`src/rtl/led_mux_pkg.sv`:
```
// Shared definitions for the LED scanner: segment count and the hex glyph table.
// Assumes glyph bit 6 is segment a and bit 0 is segment g.
package led_mux_pkg;

    localparam int GLYPH_W = 7;

    // Hex glyph lookup for one nibble
    function automatic logic [GLYPH_W-1:0] hex_glyph(input logic [3:0] nib);
        logic [GLYPH_W-1:0] g;
        case (nib)
            4'h0: g = 7'h7E;
            4'h1: g = 7'h30;
            4'h2: g = 7'h6D;
            4'h3: g = 7'h79;
            4'h4: g = 7'h33;
            4'h5: g = 7'h5B;
            4'h6: g = 7'h5F;
            4'h7: g = 7'h70;
            4'h8: g = 7'h7F;
            4'h9: g = 7'h7B;
            4'hA: g = 7'h77;
            4'hB: g = 7'h1F;
            4'hC: g = 7'h4E;
            4'hD: g = 7'h3D;
            4'hE: g = 7'h4F;
            default: g = 7'h47;
        endcase
        return g;
    endfunction

endpackage

```
`src/rtl/mux_timer.sv`:
```
// Phase and slot counters of the scanner plus the mid-window strobe.
// Assumes DIGITS and STEPS are powers of two, DIGITS >= 2.
// The strobe is registered with the counters, so it lines up with the new phase.
module mux_timer #(
    parameter int DIGITS = 4,
    parameter int STEPS  = 64,
    localparam int SLOT_W = $clog2(DIGITS),
    localparam int PH_W   = $clog2(STEPS)
) (
    input  logic              clk,
    input  logic              rst_n,
    input  logic              tick,
    input  logic [SLOT_W-1:0] last_slot,
    input  logic [PH_W-1:0]   mid_phase,
    input  logic              strobe_en,
    output logic [SLOT_W-1:0] slot,
    output logic [PH_W-1:0]   phase,
    output logic              strobe
);

    logic [SLOT_W-1:0] slot_nxt;
    logic [PH_W-1:0]   phase_nxt;
    logic              slot_end;

    // Next-state of phase and slot for a tick
    always_comb begin
        slot_end  = (phase == PH_W'(STEPS - 1));
        phase_nxt = phase + 1'b1;
        slot_nxt  = slot;
        if (slot_end) begin
            slot_nxt = (slot >= last_slot) ? '0 : slot + 1'b1;
        end
    end

    // Counter registers, advanced only by the tick
    always_ff @(posedge clk) begin
        if (!rst_n) begin
            phase <= '0;
            slot  <= '0;
        end else if (tick) begin
            phase <= phase_nxt;
            slot  <= slot_nxt;
        end
    end

    // One-cycle strobe when a tick lands on the window midpoint
    always_ff @(posedge clk) begin
        if (!rst_n) begin
            strobe <= 1'b0;
        end else begin
            strobe <= tick && strobe_en && (phase_nxt == mid_phase)
                      && (slot_nxt <= last_slot);
        end
    end

endmodule

```
`src/rtl/glyph_select.sv`:
```
// Builds the seven-segment pattern of every digit and picks the current one.
// Each digit is hex-decoded or passed raw according to its mask bit.
module glyph_select
    import led_mux_pkg::*;
#(
    parameter int DIGITS = 4,
    localparam int SLOT_W = $clog2(DIGITS)
) (
    input  logic [DIGITS*8-1:0] digit_data,
    input  logic [DIGITS-1:0]   decode_mask,
    input  logic [SLOT_W-1:0]   slot,
    output logic [GLYPH_W-1:0]  glyph
);

    logic [GLYPH_W-1:0] per_digit [DIGITS];

    for (genvar k = 0; k < DIGITS; k++) begin : g_digit
        logic [7:0] byte_k;
        assign byte_k = digit_data[k*8 +: 8];
        // Decoded or raw pattern of digit k
        always_comb begin
            if (decode_mask[k]) per_digit[k] = hex_glyph(byte_k[3:0]);
            else                per_digit[k] = byte_k[GLYPH_W-1:0];
        end
    end

    // Pattern of the slot being scanned
    always_comb begin
        glyph = per_digit[slot];
    end

endmodule

```
`src/rtl/pwm_gate.sv`:
```
// Turns the counters and control inputs into cathode and anode enables.
// Computes the duty, the lit window, the active slot range and the strobe point.
module pwm_gate
    import led_mux_pkg::*;
#(
    parameter int DIGITS    = 4,
    parameter int STEPS     = 64,
    parameter int TEST_DUTY = 28,
    localparam int SLOT_W   = $clog2(DIGITS),
    localparam int PH_W     = $clog2(STEPS),
    localparam int SEG_W    = GLYPH_W + 2
) (
    input  logic [SLOT_W-1:0]   slot,
    input  logic [PH_W-1:0]     phase,
    input  logic [PH_W-1:0]     intensity,
    input  logic [SLOT_W-1:0]   scan_limit,
    input  logic                shutdown,
    input  logic                lamp_test,
    input  logic [GLYPH_W-1:0]  glyph,
    input  logic [2*DIGITS-1:0] extra_leds,
    output logic [DIGITS-1:0]   digit_n,
    output logic [SEG_W-1:0]    segments,
    output logic [SLOT_W-1:0]   last_slot,
    output logic [PH_W-1:0]     mid_phase,
    output logic                powered
);

    logic [PH_W-1:0]   duty;
    logic              lit;
    logic [DIGITS-1:0] bank_lo;
    logic [DIGITS-1:0] bank_hi;

    // Duty, scan range and lit window
    always_comb begin
        powered   = lamp_test || !shutdown;
        last_slot = lamp_test ? SLOT_W'(DIGITS - 1) : scan_limit;
        if (lamp_test)              duty = PH_W'(TEST_DUTY);
        else if (intensity == '0)   duty = PH_W'(1);
        else                        duty = intensity;
        mid_phase = duty >> 1;
        lit       = powered && (slot <= last_slot) && (phase < duty);
    end

    assign bank_lo = extra_leds[DIGITS-1:0];
    assign bank_hi = extra_leds[2*DIGITS-1:DIGITS];

    // Anode pattern for the lit slot
    always_comb begin
        if (!lit)           segments = '0;
        else if (lamp_test) segments = '1;
        else                segments = {bank_hi[slot], bank_lo[slot], glyph};
    end

    for (genvar k = 0; k < DIGITS; k++) begin : g_cathode
        assign digit_n[k] = !(lit && (slot == SLOT_W'(k)));
    end

endmodule

```
`src/rtl/led_mux_scanner.sv`:
```
// Top of the multiplexed LED scanner: counters, glyph selection and PWM gating.
// Assumes tick_i is a single-cycle strobe from an external prescaler.
module led_mux_scanner #(
    parameter int DIGITS    = 4,
    parameter int STEPS     = 64,
    parameter int TEST_DUTY = 28,
    localparam int SLOT_W   = $clog2(DIGITS),
    localparam int PH_W     = $clog2(STEPS),
    localparam int SEG_W    = led_mux_pkg::GLYPH_W + 2
) (
    input  logic                clk,
    input  logic                rst_n,
    input  logic                tick_i,
    input  logic [DIGITS*8-1:0] digit_data_i,
    input  logic [2*DIGITS-1:0] extra_leds_i,
    input  logic [DIGITS-1:0]   decode_mask_i,
    input  logic [PH_W-1:0]     intensity_i,
    input  logic [SLOT_W-1:0]   scan_limit_i,
    input  logic                shutdown_i,
    input  logic                test_i,
    output logic [DIGITS-1:0]   digit_n_o,
    output logic [SEG_W-1:0]    segment_o,
    output logic [SLOT_W-1:0]   slot_idx_o,
    output logic                slot_valid_o
);

    logic [SLOT_W-1:0]              slot;
    logic [PH_W-1:0]                phase;
    logic [SLOT_W-1:0]              last_slot;
    logic [PH_W-1:0]                mid_phase;
    logic                           powered;
    logic [led_mux_pkg::GLYPH_W-1:0] glyph;

    mux_timer #(.DIGITS(DIGITS), .STEPS(STEPS)) u_timer (
        .clk       (clk),
        .rst_n     (rst_n),
        .tick      (tick_i),
        .last_slot (last_slot),
        .mid_phase (mid_phase),
        .strobe_en (powered),
        .slot      (slot),
        .phase     (phase),
        .strobe    (slot_valid_o)
    );

    glyph_select #(.DIGITS(DIGITS)) u_glyph (
        .digit_data  (digit_data_i),
        .decode_mask (decode_mask_i),
        .slot        (slot),
        .glyph       (glyph)
    );

    pwm_gate #(.DIGITS(DIGITS), .STEPS(STEPS), .TEST_DUTY(TEST_DUTY)) u_gate (
        .slot       (slot),
        .phase      (phase),
        .intensity  (intensity_i),
        .scan_limit (scan_limit_i),
        .shutdown   (shutdown_i),
        .lamp_test  (test_i),
        .glyph      (glyph),
        .extra_leds (extra_leds_i),
        .digit_n    (digit_n_o),
        .segments   (segment_o),
        .last_slot  (last_slot),
        .mid_phase  (mid_phase),
        .powered    (powered)
    );

    assign slot_idx_o = slot;

endmodule

```
`config.mk`:
```
export PLATFORM = sky130hd
export DESIGN_NAME = led_mux_scanner
export DESIGN_NICKNAME = d
export VERILOG_FILES = /design/src/rtl/led_mux_pkg.sv /design/src/rtl/mux_timer.sv /design/src/rtl/glyph_select.sv /design/src/rtl/pwm_gate.sv /design/src/rtl/led_mux_scanner.sv
export SDC_FILE = /design/constraint.sdc
export NUM_CORES = 1
export LEC_CHECK = 0
export BUFFER_PORTS_ARGS = -buffer_cell sky130_fd_sc_hd__buf_2
export CORE_MARGIN = 2
export CORE_UTILIZATION = 58
export CTS_CLUSTER_SIZE = 16
export DETAILED_ROUTE_END_ITERATION = 6
export PLACE_DENSITY = 0.88
export SLEW_MARGIN = 20
export SYNTH_ARGS = -nofsm -noshare
export SYNTH_HDL_FRONTEND = slang
export SYNTH_HIERARCHICAL = 1
export SYNTH_SLANG_ARGS = --single-unit
```
`constraint.sdc`:
```
create_clock -name clk -period 6.7 [get_ports clk]
set_input_delay 0 -clock clk [delete_from_list [all_inputs] [get_ports clk]]
set_output_delay 0 -clock clk [all_outputs]
set_load 0.01 [all_outputs]
```
==> results_dict.tcl, run 1 <==
set metrics [dict create \
    status "complete, no violations" \
    final_nets 498 \
    postRouteAntennaNets 0 \
    p_sw_w 0.000101 \
    synth.avg_cell_area_um2 7.36 \
    use_met1 0.341 \
    p_seq_frac 0.224 \
    cts.clk_slew.worst_paths_ns 0.05 \
    grt_pass1_wl_mm 10.7 \
    dieHeight_um 70.6 \
    vdd_drop_max_mv 0.0666 \
    crit_path_end_kind "flip-flop" \
    cts_tree "done" \
    power.share.clock 0.254 \
    rsz0062_at_grt "no" \
    port_buffers 68 \
    antenna_found_initial 0 \
    grt.met3_usage 0.0342 \
    ctsResizeCount 0 \
    via_count 2745 \
    fin_crit_sh 0.562 \
    design.die.area_um2 4990 \
    fill_cells 387 \
    synth_nets 447 \
    drive_above_1_share 0.228 \
    ys_ff_latch 9 \
    antennaDiodeCount 0 \
    syn_area_um2 2580 \
    worstSkewPairLatency_ns 0.24 \
    use_met2 0.455 \
    clock_skew_ns 0.0101 \
    placementRows 24 \
    cellPowerDensity_nw_per_um2 88.2 \
    max_freq_ghz 0.266 \
    routed_wl_mm 6.60 \
    p_int_w 0.000155 \
    synth_cell_types 61 \
    pin_count 73 \
    cts_buffer_depth 2 \
    clkSinkCount 9 \
    pre_cts_slack_ns 3.02 \
    multi_input_area_um2 2170 \
    numCtsBuffers 3 \
    start_util 0.596 \
    cts_hold_buffers 0 \
    yosys_warnings 6 \
    first_pass_iters 6 \
    fp.coreArea_um2 4320 \
    final_hold_viol_count 0 \
    areaGrowthSynthToFinish_pct 12.7 \
    sw_frac_of_total 0.394 \
    critPathMaxStageDelay_ns 0.91 \
    hold_class "in2reg" \
    viasPerCell 6.07 \
    synth_edf_count 0 \
    synth-async-reset-ratio 0 \
    grt_pass1_vias 2395 \
    globalplace.congestion 0.905 \
    drcViolationCount 0 \
    regArea_um2 180 \
    setup_viol 0 \
    syn_inst 350 \
    crit_chain "inv_1 -> ha_1 -> nand2b_1 -> a2111oi_0 -> a21oi_1 -> a21oi_1 -> ha_1 -> nor2b_1 -> a2bb2oi_1 -> or4_1 -> nor3_1" \
    crit_type "reg2reg" \
    final-max-slew-violation-count 0 \
    slowest_stage "dfxtp_1" \
    cts_max_level 1 \
    dp_hpwl_mm 5.06 \
    cp_data_arrival_time_ns 3.92 \
    combPwrFrac 0.522 \
    cp_top_family "compound AO/OA/AOI/OAI gates" \
    clock_tree.root_cell "clkbuf_8" \
    grt_start_max_net_pins 29 \
    track_usage 0.258 \
    grt-ovfl-total 0 \
    synth_top_flop_cell "dfxtp_1" \
    die_x_um 70.6 \
    ys_seq_area_frac 0.0699 \
    critPathLaunchType "flip-flop" \
    cts_setup_buffers 0 \
    tns_ns 0 \
    drtIter0Drc 256 \
    path_max_fanout 26 \
    worst_pin_slew_ns 0.961 \
    globalRoute.busiestLayer "met2" \
    fin_crit_ns 3.77 \
    wl_per_cell_um 14.6 \
    crit_required_ns 6.85 \
    power.leakage_nw 1.34 \
    cap_violations 0 \
    critPathBufInv 1 \
    final_core_util 0.671 \
    worst_slew_margin_rel 0.359 \
    layout_setup_ws_ns 2.93 \
]
[cells by family (layout without fill, tap and decap cells)]
family,Yosys count,after routing,synth area share
muxes,20,20,0.105
DFF,9,9,0.0699
xor gates and xnor gates,15,15,0.0510
AOI/OAI and AO/OA,92,92,0.232
adders and majority gates,40,40,0.194
and+or+nand+nor,123,123,0.257
buffers and inverters,50,100,0.0889
other,1,1,0.00146
[flip-flops by register name (all words and copies together) (netlist names)]
name / cells
u_timer/phase: 6
u_timer/slot: 2
u_timer/strobe: 1
[power groups by stage]
stage	Combinational, W	Clock [W]	Sequential [W]
floorplan	0.0000899	0	0.0000576
detailed placement	0.000131	0	0.0000584
CTS	0.000132	0.0000659	0.0000574
finish	0.000134	0.0000650	0.0000574
global route	0.000148	0.0000676	0.0000576
global placement	0.000127	0	0.0000583
[worst register-to-register path, cell delays in order, from the launching register on]
cell       delay [ns]
dfxtp_1          0.91
inv_1            0.22
ha_1             0.32
nand2b_1         0.17
a2111oi_0        0.61
a21oi_1          0.14
a21oi_1          0.18
ha_1             0.26
nor2b_1          0.14
a2bb2oi_1        0.13
or4_1            0.46
nor3_1           0.14
[final timing paths]
check                                       from                to  slack, ns  depth (start not counted)
worst min-delay path                       rst_n   u_timer/slot[0]       0.08                          2
worst max register to register   u_timer/slot[0]    u_timer/strobe       2.93                         11
worst min register to register  u_timer/phase[1]  u_timer/phase[1]       0.59                          2
worst max-delay path             u_timer/slot[0]    u_timer/strobe       2.93                         11
[routing by layer]
metal / part of all wire / up-vias / routed length [um]
met2: 0.48 / 127 / 3150
li1: - / 1361 / -
met5: 0 / - / 0
met1: 0.43 / 1241 / 2810
met3: 0.077 / 16 / 507
met4: 0.020 / 0 / 130
[stage by stage]
step / instances / total power [W] / instance area [um^2] / hold slack (ns)
floorplan: 350 / 0.000148 / 2580 / 0.122
global placement: 448 / 0.000185 / 2860 / 0.317
detailed placement: 448 / 0.000189 / 2860 / 0.328
CTS: 452 / 0.000255 / 2900 / 0.0828
global route: 452 / 0.000273 / 2900 / 0.119
finish: 452 / 0.000256 / 2900 / 0.0850
[cells in the mapped netlist, types with 6 or more instances]
library cell	number	area (um^2)
ha_1	40	500
a21oi_1	28	140
nand2_1	27	101
nor2_1	26	97.6
inv_1	24	90.1
nor3_1	14	70.1
o21ai_0	10	50.1
xnor2_1	10	87.6
buf_2	9	45.0
dfxtp_1	9	180
nor2b_1	9	56.3
clkbuf_1	8	30.0
mux2i_1	8	80.1
a211oi_1	7	52.6
nand2b_1	7	43.8
nand3_1	7	35.0
o21ai_1	7	35.0
and2_1	6	37.5
[cell usage in the layout, fill, tap and decap left out, drive strengths merged, types with 9 or more instances in the layout]
master and instances:
a21oi 28, buf 68, dfxtp 9, ha 40, inv 28, nand2 27, nor2 27, nor2b 9
nor3 14, o21ai 17, xnor2 10
[layout make-up]
| class | instances | share of cell area |
|---|---|---|
| clock buffers | 4 | 0.0155 |
| inverters | 28 | 0.0362 |
| multi-input cells | 291 | 0.747 |
| flip-flops and latches | 9 | 0.0621 |
| well taps | 52 | 0.0224 |
| repair buffers | 68 | 0.117 |
Note: power is estimated with default switching activity, not from simulation.
==> run 2: changes to the inputs <==
--- a/config.mk
+++ b/config.mk
@@ -7,10 +7,10 @@
 export LEC_CHECK = 0
 export BUFFER_PORTS_ARGS = -buffer_cell sky130_fd_sc_hd__buf_2
 export CORE_MARGIN = 2
-export CORE_UTILIZATION = 58
+export CORE_UTILIZATION = 54
 export CTS_CLUSTER_SIZE = 16
 export DETAILED_ROUTE_END_ITERATION = 6
-export PLACE_DENSITY = 0.88
+export PLACE_DENSITY = 0.82
 export SLEW_MARGIN = 20
 export SYNTH_ARGS = -nofsm -noshare
 export SYNTH_HDL_FRONTEND = slang
==> constraint.sdc (replaced) <==
create_clock -name clk -period 3.95 [get_ports clk]
set_input_delay 0 -clock clk [delete_from_list [all_inputs] [get_ports clk]]
set_output_delay 0 -clock clk [all_outputs]
set_load 0.01 [all_outputs]
==> run 2 against run 1 <==
Clock-buffer cell count unchanged; register-to-register slack lost 1.9 ns; power grew 69%; final cell count grew 0.88%; sequential share of layout area barely moved; maximum frequency up 28%; largest cell class unchanged; largest power group unchanged; highest routed layer unchanged.
==> results_dict.tcl, run 2 (synthesis results as in run 1) <==
set metrics [dict create \
    numCtsBuffers 3 \
    crit_chain "ha_1 -> nand3_1 -> a2111oi_0 -> a21oi_1 -> a21oi_1 -> ha_1 -> nor2b_1 -> a2bb2oi_1 -> or4_1 -> nor3_1" \
    tns_ns 0 \
    drcViolationCount 0 \
    dp_hpwl_mm 5.13 \
    setup_viol 0 \
    fin_crit_ns 2.93 \
    postRouteAntennaNets 0 \
    critPathBufInv 0 \
    final_common_cell "buf_2" \
    via_count 2680 \
    grt_pass1_wl_mm 10.5 \
    largest_reg_flops 6 \
    final-max-slew-violation-count 0 \
    status "complete, no violations" \
    port_buffers 68 \
    cellPowerDensity_nw_per_um2 148 \
    antennaDiodeCount 0 \
    pre_cts_slack_ns 0.857 \
    die_x_um 73.1 \
    whs_ns 0.0983 \
    combPwrFrac 0.522 \
    worst_slew_margin_rel 0.449 \
    grt_pass1_vias 2361 \
    viasPerCell 5.88 \
    p_sw_w 0.000169 \
    design.die.area_um2 5340 \
    final_nets 500 \
    clock_skew_ns 0.00676 \
    cts_setup_buffers 0 \
    layout_setup_ws_ns 1.02 \
    routed_wl_mm 6.57 \
    cts_buffer_depth 2 \
    dieHeight_um 73.1 \
    placementRows 25 \
    clkSinkCount 9 \
    largestRegisters "u_timer/phase: 6 flops, u_timer/slot: 2 flops, u_timer/strobe: 1 flops" \
    p_seq_frac 0.225 \
    total_power_w 0.000432 \
    final_hold_viol_count 0 \
    regMostFlops "u_timer/phase" \
    crit_type "reg2reg" \
    drtIter0Drc 161 \
    sw_frac_of_total 0.392 \
    cp_top_family "compound AO/OA/AOI/OAI gates" \
    cts.clk_slew.worst_paths_ns 0.05 \
    power.leakage_nw 1.35 \
    cts_hold_buffers 0 \
    slowest_stage "a2111oi_0" \
    antenna_found_initial 0 \
    power.share.clock 0.253 \
    vdd_drop_max_mv 0.117 \
    first_pass_iters 4 \
    worstSkewPairLatency_ns 0.24 \
    path_max_fanout 6 \
    grt_start_max_net_pins 29 \
    start_util 0.553 \
    cts_max_level 1 \
    worst_pin_slew_ns 0.823 \
    mostFrequentLayoutCells "buf_2 (68), ha_1 (40), a21oi_1 (28)" \
    areaGrowthSynthToFinish_pct 13.4 \
    drive_above_1_share 0.231 \
    clock_tree.root_cell "clkbuf_8" \
    wl_per_cell_um 14.4 \
    max_freq_ghz 0.341 \
    ctsResizeCount 0 \
    grt-ovfl-total 0 \
    layout.cells.non_filler 456 \
    cts_tree "done" \
    fin_crit_sh 0.742 \
    track_usage 0.244 \
    pin_count 73 \
    rsz0062_at_grt "no" \
    crit_path_end_kind "flip-flop" \
    dp.cells 452 \
    crit_required_ns 4.11 \
    cp_data_arrival_time_ns 3.09 \
    globalplace.congestion 0.905 \
    critPathLaunchType "flip-flop" \
    p_int_w 0.000263 \
    cap_violations 0 \
    fp.coreArea_um2 4660 \
    hold_class "in2reg" \
    critPathMaxStageDelay_ns 0.53 \
]
## run 2: cell count changes in the layout (fill, tap and decap cells not counted)
cell	delta
buf_4	+2
## run 2: per-layer routing
layer | track usage | share of wire | vias up
met4 | 0.0494 | 0.013 | 0
met5 | 0 | 0 | -
li1 | - | - | 1365
met3 | 0.0331 | 0.068 | 8
met2 | 0.421 | 0.48 | 89
met1 | 0.324 | 0.44 | 1218
## run 2: power by group through the flow
stage | sequential (W) | combinational (W) | clock (W)
CTS | 0.0000972 | 0.000223 | 0.000111
detailed placement | 0.0000989 | 0.000222 | 0
global route | 0.0000974 | 0.000251 | 0.000118
finish | 0.0000972 | 0.000226 | 0.000109
global placement | 0.0000985 | 0.000216 | 0
floorplan | 0.0000978 | 0.000153 | 0
## run 2: layout make-up
class | count | area [um^2]
sequential | 9 | 180
tap | 54 | 67.6
fill | 419 | 1740
multi-input combinational | 291 | 2170
timing repair buffer | 70 | 355
clock buffer | 4 | 45.0
inverter | 28 | 105
## run 2: final timing paths
path	slack, ns	from	cells past startpoint	endpoint
setup / recovery	1.02	u_timer/phase[0]	10	u_timer/strobe
setup reg to reg	1.02	u_timer/phase[0]	10	u_timer/strobe
hold / removal	0.1	rst_n	2	u_timer/slot[1]
hold reg to reg	0.61	u_timer/phase[1]	2	u_timer/phase[1]
## run 2: stage by stage
step,util,area [um^2]
2_1_floorplan,-,2580
3_3_place_gp,0.617,2880
3_5_place_dp,0.617,2880
4_1_cts,0.627,2920
5_1_grt,0.627,2920
6_report,0.627,2920
